**src/rtl/regport_pkg.sv**
```systemverilog
package regport_pkg;

  typedef enum logic [1:0] {
    ST_IDLE,
    ST_ACT,
    ST_HOLD,
    ST_GAP
  } portState_e;

  typedef struct packed {
    logic capAddr;   // take address and direction
    logic capData;   // take write data
    logic wrStb;     // commit write to register bank
    logic driveBus;  // present read data on the pins
  } portStrobe_t;

endpackage

```
**src/rtl/regport_ctrl.sv**
```systemverilog
module regport_ctrl
  import regport_pkg::*;
#(
  parameter int ACC_LEN = 5,
  parameter int GAP_LEN = 2
) (
  input  logic        clk,
  input  logic        rstN,
  input  logic [1:0]  modeSel,
  input  logic        csN,
  input  logic        dirIn,
  output portStrobe_t strobes,
  output logic        rdyOut,
  output logic        rdyOe
);

  localparam int CNT_W = $clog2(ACC_LEN + 1);
  localparam int GAP_W = $clog2(GAP_LEN + 1);
  localparam logic [CNT_W-1:0] LAST_PH  = CNT_W'(ACC_LEN);
  localparam logic [CNT_W-1:0] FIRST_PH = CNT_W'(1);
  localparam logic [GAP_W-1:0] GAP_END  = GAP_W'(GAP_LEN - 1);
  localparam portState_e END_STATE = (GAP_LEN > 1) ? ST_GAP : ST_IDLE;

  portState_e       stateQ, stateD;
  logic [CNT_W-1:0] phaseQ, phaseD;
  logic [GAP_W-1:0] gapQ, gapD;
  logic             isWrQ, isWrD;

  logic varMode, wrLevel, inAct, lastPh, showPh, startIdle, chainStart;

  assign varMode    = modeSel[1];
  assign wrLevel    = modeSel[0] ? ~dirIn : dirIn;
  assign inAct      = (stateQ == ST_ACT);
  assign lastPh     = inAct && (phaseQ == LAST_PH);
  assign showPh     = lastPh || (stateQ == ST_HOLD);
  assign startIdle  = (stateQ == ST_IDLE) && !csN;
  assign chainStart = lastPh && !varMode && !csN;

  always_comb begin
    stateD = stateQ;
    phaseD = phaseQ;
    gapD   = gapQ;
    isWrD  = isWrQ;
    unique case (stateQ)
      ST_IDLE: begin
        if (!csN) begin
          stateD = ST_ACT;
          phaseD = FIRST_PH;
          isWrD  = wrLevel;
        end
      end
      ST_ACT: begin
        if (!lastPh) begin
          if (varMode && csN) begin
            stateD = END_STATE;
            gapD   = GAP_W'(1);
          end else begin
            phaseD = phaseQ + FIRST_PH;
          end
        end else if (varMode) begin
          if (csN) begin
            stateD = END_STATE;
            gapD   = GAP_W'(1);
          end else begin
            stateD = ST_HOLD;
          end
        end else if (!csN) begin
          phaseD = FIRST_PH;
          isWrD  = wrLevel;
        end else begin
          stateD = ST_IDLE;
        end
      end
      ST_HOLD: begin
        if (csN) begin
          stateD = END_STATE;
          gapD   = GAP_W'(1);
        end
      end
      ST_GAP: begin
        if (gapQ >= GAP_END) stateD = ST_IDLE;
        else                 gapD   = gapQ + GAP_W'(1);
      end
      default: stateD = ST_IDLE;
    endcase
  end

  always_ff @(posedge clk or negedge rstN) begin
    if (!rstN) begin
      stateQ <= ST_IDLE;
      phaseQ <= '0;
      gapQ   <= '0;
      isWrQ  <= 1'b0;
    end else begin
      stateQ <= stateD;
      phaseQ <= phaseD;
      gapQ   <= gapD;
      isWrQ  <= isWrD;
    end
  end

  always_comb begin
    strobes.capAddr  = startIdle || chainStart;
    strobes.capData  = inAct && (phaseQ == FIRST_PH) && isWrQ;
    strobes.wrStb    = lastPh && isWrQ;
    strobes.driveBus = showPh && !isWrQ && !(varMode && csN);
  end

  assign rdyOe  = varMode || inAct;
  assign rdyOut = varMode ? !(showPh && !csN) : !lastPh;

  // a commit never repeats on the following clock
  a_r10_single_write: assert property (@(posedge clk) disable iff (!rstN)
    strobes.wrStb |=> !strobes.wrStb);

  // data capture always follows an address capture by one clock
  a_r4_data_after_addr: assert property (@(posedge clk) disable iff (!rstN)
    strobes.capData |-> $past(strobes.capAddr));

  // fixed-mode ready low lasts a single clock
  a_r2_rdy_single_pulse: assert property (@(posedge clk) disable iff (!rstN)
    (!modeSel[1] && rdyOe && !rdyOut) |=> !(rdyOe && !rdyOut && inAct && phaseQ == LAST_PH));

  // chip select seen high early in a variable access prevents the commit
  a_r11_abort_no_write: assert property (@(posedge clk) disable iff (!rstN)
    (inAct && !lastPh && modeSel[1] && csN) |=> !strobes.wrStb);

  // fixed mode chains into a fresh first clock
  a_r5_back_to_back: assert property (@(posedge clk) disable iff (!rstN)
    (lastPh && !modeSel[1] && !csN) |=> (inAct && phaseQ == FIRST_PH));

  // the recovery clock never starts an access directly
  a_r8_gap_no_start: assert property (@(posedge clk) disable iff (!rstN)
    (stateQ == ST_GAP) |=> (stateQ != ST_ACT));

endmodule

```
**src/rtl/regport_datapath.sv**
```systemverilog
module regport_datapath
  import regport_pkg::*;
#(
  parameter int ADDR_W = 6,
  parameter int DATA_W = 8
) (
  input  logic              clk,
  input  logic              rstN,
  input  portStrobe_t       strobes,
  input  logic [ADDR_W-1:0] addrIn,
  input  logic [DATA_W-1:0] dataIn,
  input  logic [DATA_W-1:0] regRdData,
  output logic [ADDR_W-1:0] regAddr,
  output logic              regWrEn,
  output logic [DATA_W-1:0] regWrData,
  output logic [DATA_W-1:0] dataOut,
  output logic              dataOe
);

  logic [ADDR_W-1:0] addrQ;
  logic [DATA_W-1:0] wrDataQ;

  always_ff @(posedge clk or negedge rstN) begin
    if (!rstN) begin
      addrQ   <= '0;
      wrDataQ <= '0;
    end else begin
      if (strobes.capAddr) addrQ   <= addrIn;
      if (strobes.capData) wrDataQ <= dataIn;
    end
  end

  assign regAddr   = addrQ;
  assign regWrEn   = strobes.wrStb;
  assign regWrData = wrDataQ;
  assign dataOe    = strobes.driveBus;
  assign dataOut   = strobes.driveBus ? regRdData : '0;

  // read data held on the bus does not move while it stays driven
  a_r3_hold_stable: assert property (@(posedge clk) disable iff (!rstN)
    (strobes.driveBus && $past(strobes.driveBus)) |-> $stable(dataOut));

  // the target address does not shift on the commit clock
  a_r10_addr_steady: assert property (@(posedge clk) disable iff (!rstN)
    strobes.wrStb |-> $stable(addrQ));

endmodule

```
**src/rtl/regport_regs.sv**
```systemverilog
module regport_regs #(
  parameter int ADDR_W = 6,
  parameter int DATA_W = 8
) (
  input  logic              clk,
  input  logic              rstN,
  input  logic [ADDR_W-1:0] addr,
  input  logic              wrEn,
  input  logic [DATA_W-1:0] wrData,
  output logic [DATA_W-1:0] rdData
);

  localparam int DEPTH = 1 << ADDR_W;

  logic [DATA_W-1:0] cellBus [DEPTH];

  for (genvar g = 0; g < DEPTH; g++) begin : g_cell
    logic [DATA_W-1:0] cellQ;
    always_ff @(posedge clk or negedge rstN) begin
      if (!rstN)                                   cellQ <= DATA_W'(g * 37 + 5);
      else if (wrEn && (addr == ADDR_W'(g)))       cellQ <= wrData;
    end
    assign cellBus[g] = cellQ;
  end

  assign rdData = cellBus[addr];

endmodule

```
**src/rtl/cpu_reg_port.sv**
```systemverilog
module cpu_reg_port
  import regport_pkg::*;
#(
  parameter int ADDR_W  = 6,
  parameter int DATA_W  = 8,
  parameter int ACC_LEN = 5,
  parameter int GAP_LEN = 2
) (
  input  logic              clk,
  input  logic              rstN,
  input  logic [1:0]        modeSel,
  input  logic              csN,
  input  logic              dirIn,
  input  logic [ADDR_W-1:0] addrIn,
  input  logic [DATA_W-1:0] dataIn,
  output logic [DATA_W-1:0] dataOut,
  output logic              dataOe,
  output logic              rdyOut,
  output logic              rdyOe
);

  portStrobe_t       strobes;
  logic [ADDR_W-1:0] regAddr;
  logic              regWrEn;
  logic [DATA_W-1:0] regWrData;
  logic [DATA_W-1:0] regRdData;

  regport_ctrl #(.ACC_LEN(ACC_LEN), .GAP_LEN(GAP_LEN)) i_ctrl (
    .clk(clk), .rstN(rstN), .modeSel(modeSel), .csN(csN), .dirIn(dirIn),
    .strobes(strobes), .rdyOut(rdyOut), .rdyOe(rdyOe)
  );

  regport_datapath #(.ADDR_W(ADDR_W), .DATA_W(DATA_W)) i_dp (
    .clk(clk), .rstN(rstN), .strobes(strobes), .addrIn(addrIn), .dataIn(dataIn),
    .regRdData(regRdData), .regAddr(regAddr), .regWrEn(regWrEn),
    .regWrData(regWrData), .dataOut(dataOut), .dataOe(dataOe)
  );

  regport_regs #(.ADDR_W(ADDR_W), .DATA_W(DATA_W)) i_regs (
    .clk(clk), .rstN(rstN), .addr(regAddr), .wrEn(regWrEn),
    .wrData(regWrData), .rdData(regRdData)
  );

endmodule

```
**config.mk**
```make
export PLATFORM = sky130hd
export DESIGN_NAME = cpu_reg_port
export DESIGN_NICKNAME = d
export VERILOG_FILES = /design/src/rtl/regport_pkg.sv /design/src/rtl/regport_ctrl.sv /design/src/rtl/regport_datapath.sv /design/src/rtl/regport_regs.sv /design/src/rtl/cpu_reg_port.sv
export SDC_FILE = /design/constraint.sdc
export NUM_CORES = 1
export LEC_CHECK = 0
export ABC_CLOCK_PERIOD_IN_PS = 2500
export BUFFER_PORTS_ARGS = -buffer_cell sky130_fd_sc_hd__buf_4
export CELL_PAD_IN_SITES_DETAIL_PLACEMENT = 0
export CELL_PAD_IN_SITES_GLOBAL_PLACEMENT = 1
export CORE_UTILIZATION = 30
export DETAILED_ROUTE_END_ITERATION = 8
export GPL_TIMING_DRIVEN = 1
export PLACE_DENSITY_LB_ADDON = 0.1
export SLEW_MARGIN = 5
export SYNTH_ARGS = -nofsm -noshare
export SYNTH_HDL_FRONTEND = slang
export SYNTH_HIERARCHICAL = 1
export SYNTH_SLANG_ARGS = --single-unit
```
**constraint.sdc**
```tcl
create_clock -name clk -period 2.5 [get_ports clk]
set_input_delay 0.125 -clock clk [delete_from_list [all_inputs] [get_ports clk]]
set_output_delay 0.125 -clock clk [all_outputs]
set_load 0.02 [all_outputs]
```
==> run metrics <==
final setup violation count 8; failing checks negative setup slack; initial antenna violation count 5; critical-path cell list buf_12 -> buf_16 -> buf_12 -> mux4_2 -> a22oi_2 -> a21oi_2 -> or4_4 -> and2_4 -> buf_6; Total Power 29540 uW; CTS tree done; RSZ-0062 raised after global routing true; via count 14.81k; max-slew violations 0; leakage 0.01379 uW; first-pass GRT wire length 114.7 mm; Post-Syn Area per Cell 15.61 um2; delay of the slowest critical-path stage 560 ps; Synth Area in Compound Gates 0.03267; root buffer cell clkbuf_16; num ports 31; power density over the cells 927.1 nW/um2; asr flop ratio synth 1.000; top cells by instance count after synthesis mux2_2 (450), dfrtp_1 (279), dfstp_2 (255); Peak VDD IR 0.0004936 V; post-synthesis cell area 24850 um2; Rows 105; Initial Utilization 0.3032; Mapped Nets 1619; fin crit share 1.391; cells taking the most area after synthesis dfrtp_1 (28%), dfstp_2 (27%), mux2_2 (20%); CP max stage cell mux4_2; largest net degree at the start of global routing 98; Crit path top cell by count buf_12; Final ANT Viol Nets 0; count leader, synth mux2_2; R2R Setup Slk 70 ps; Setup WS pre-CTS -814.4 ps; Placeable Area 81980 um2; Synth Warn # 6; CTS Buffer Depth 3; layout cells sized above 1 0.7276; NumNets Final 1856; Syn-to-layout area delta 28.19%; multiplexer share of the synthesized area 0.3573; GP Congestion 0.7681; TritonCTS buffer count 67; CP max FO 8; Synth Register Bits 534; Clock Latency Late Sink 610 ps; CP Capture Type primary output; Setup Skew 27.01 ps; dominant cell type by area after synthesis dfrtp_1; Fmax achieved 0.2875 GHz; Net Sw Frac 0.3370; top-area cell type share of the netlist area 0.2809; run status finished with violations; Internal Power 19580 uW; CTS sink cnt 534; die width 289.8 um; drt initial violations 736; Area after DPL 28480 um2; main combinational cell family by area after synthesis multiplexers; Worst slew margin 0.3272; adder-cell share of the synthesized area 0.003524; WP data required 2380 ps; crit start category flop; post-route cell area 31860 um2; Sw Pwr 9956 uW; total track usage 0.1848; Clk pwr share 0.331; Synth Instances 1592; DIE AREA 84000 um2; PortBufs 30; Residual DRC 0; vias in the first global route 16.27k; ys flop type dfrtp_1; H-tree depth 3; TritonRoute pass-1 iters 5; Unique masters post-synth 51; final worst slack -978.5 ps; Synth Area in XOR/XNOR 0.0003524; total gr overflow 0; final hold vios 0; Worst Tran Pin Value 1009 ps; Post-synth EDFFs 0; minimum period implied by the final worst setup slack 3478 ps; overall routed net length 75.87 mm; DPL Wire Length 50.12 mm; sequential cell area fraction in the yosys report 0.5505; HP Class in2async; Reg power frac 0.362; routed len/inst 25.68 um; Die Y 289.8 um; Comb power frac 0.307; kind of critical path reg2out; vias per std cell 5.010; Synth Area in Simple Gates 0.03121; clk slew on worst S/H paths 60 ps; max-cap viol count 0; crit path DAT 3350 ps
[cell usage in the layout (no fill, tap or decap), types with 18 or more instances in the layout]
cell type,netlist,layout
a21oi_2,2,24
a22oi_1,65,18
a22oi_2,0,47
buf_12,0,81
buf_4,8,169
clkbuf_1,79,20
clkbuf_16,0,70
dfrtp_1,279,269
dfstp_2,255,255
dlygate4sd3_1,0,20
mux2_1,62,62
mux2_2,450,450
mux4_2,128,128
nand2_1,49,48
[through the flow]
stage	TNS [ps]	hold slack, ps	util	cells
after floorplan	0	-170.6	-	1592
after global placement	-7171	76.75	0.3474	2783
after detailed placement	-5494	82.64	0.3474	2783
after CTS	-8286	33.95	0.3850	2946
after global routing	-8246	48.01	0.3886	2953
final	-7573	46.70	0.3886	2955
[kinds of logic after synthesis]
logic type / after synthesis
muxes: 655
buffers and inverters: 133
adders and majority gates: 7
xor gates and xnor gates: 1
and+or+nand+nor: 144
AOI/OAI and AO/OA: 118
DFF: 534
[registers in the layout, summed over array words and instances, names as in the netlist, named ones only]
name                 cells
i_ctrl/phaseQ            3
i_regs/g_cell.cellQ    512
i_dp/regWrData           8
i_dp/regAddr             6
i_ctrl/isWrQ             1
i_ctrl/gapQ              2
i_ctrl/stateQ            1
[final timing paths]
check	start	to	cells past startpoint
worst min-delay path	rstN	i_regs/g_cell[33].cellQ[0]	2
min in group clk	dataIn[4]	i_dp/regWrData[4]	3
worst min register to register	i_regs/g_cell[31].cellQ[5]	i_regs/g_cell[31].cellQ[5]	1
worst max-delay path	i_dp/regAddr[0]	dataOut[2]	9
worst max register to register	i_dp/regAddr[1]	i_regs/g_cell[0].cellQ[5]	7
max in group asynchronous	rstN	i_regs/g_cell[48].cellQ[7]	4
[timing repair]
item,4_1_cts,5_1_grt
gates cloned,4,2
hold buffers,20,0
setup endpoints to repair,62,99
endpoints found under the hold margin,306,0
gates resized for setup,88,57
buffers inserted,16,9
pin swaps,23,43
[power by group through the flow]
| stage | logic [uW] | registers (uW) | clock network, uW |
|---|---|---|---|
| 6_report | 9080 | 10700 | 9780 |
| 3_5_place_dp | 7960 | 10900 | 0 |
| 2_1_floorplan | 4800 | 9850 | 0 |
| 5_1_grt | 9680 | 10800 | 10500 |
| 4_1_cts | 8900 | 10700 | 10100 |
| 3_3_place_gp | 7920 | 10900 | 0 |
[layer usage]
layer / vias to the layer above / share of wire / GRT usage
li1: 6464 / - / -
met1: 8007 / 0.47 / 0.2573
met2: 215 / 0.48 / 0.2978
met3: 117 / 0.030 / 0.02918
met4: 2 / 0.026 / 0.05189
met5: - / 0.00011 / 0
[layout make-up]
type,count,area (um2)
flip-flops and latches,534,13700
repair buffers,292,3461
clock inverters,21,244.0
multi-input cells,925,11100
diodes,2,5.005
clock buffers,102,1981
well taps,1070,1339
inverters,9,33.78
fillers,7658,50120
[critical path, delay by kind of cell, from the launching register on]
family	cells	cell delay, ps
buffers and inverters	4	600
DFF	1	480
AOI/OAI and AO/OA	2	340
muxes	1	560
and+or+nand+nor	2	730
Power figures use the tool's default switching activity.
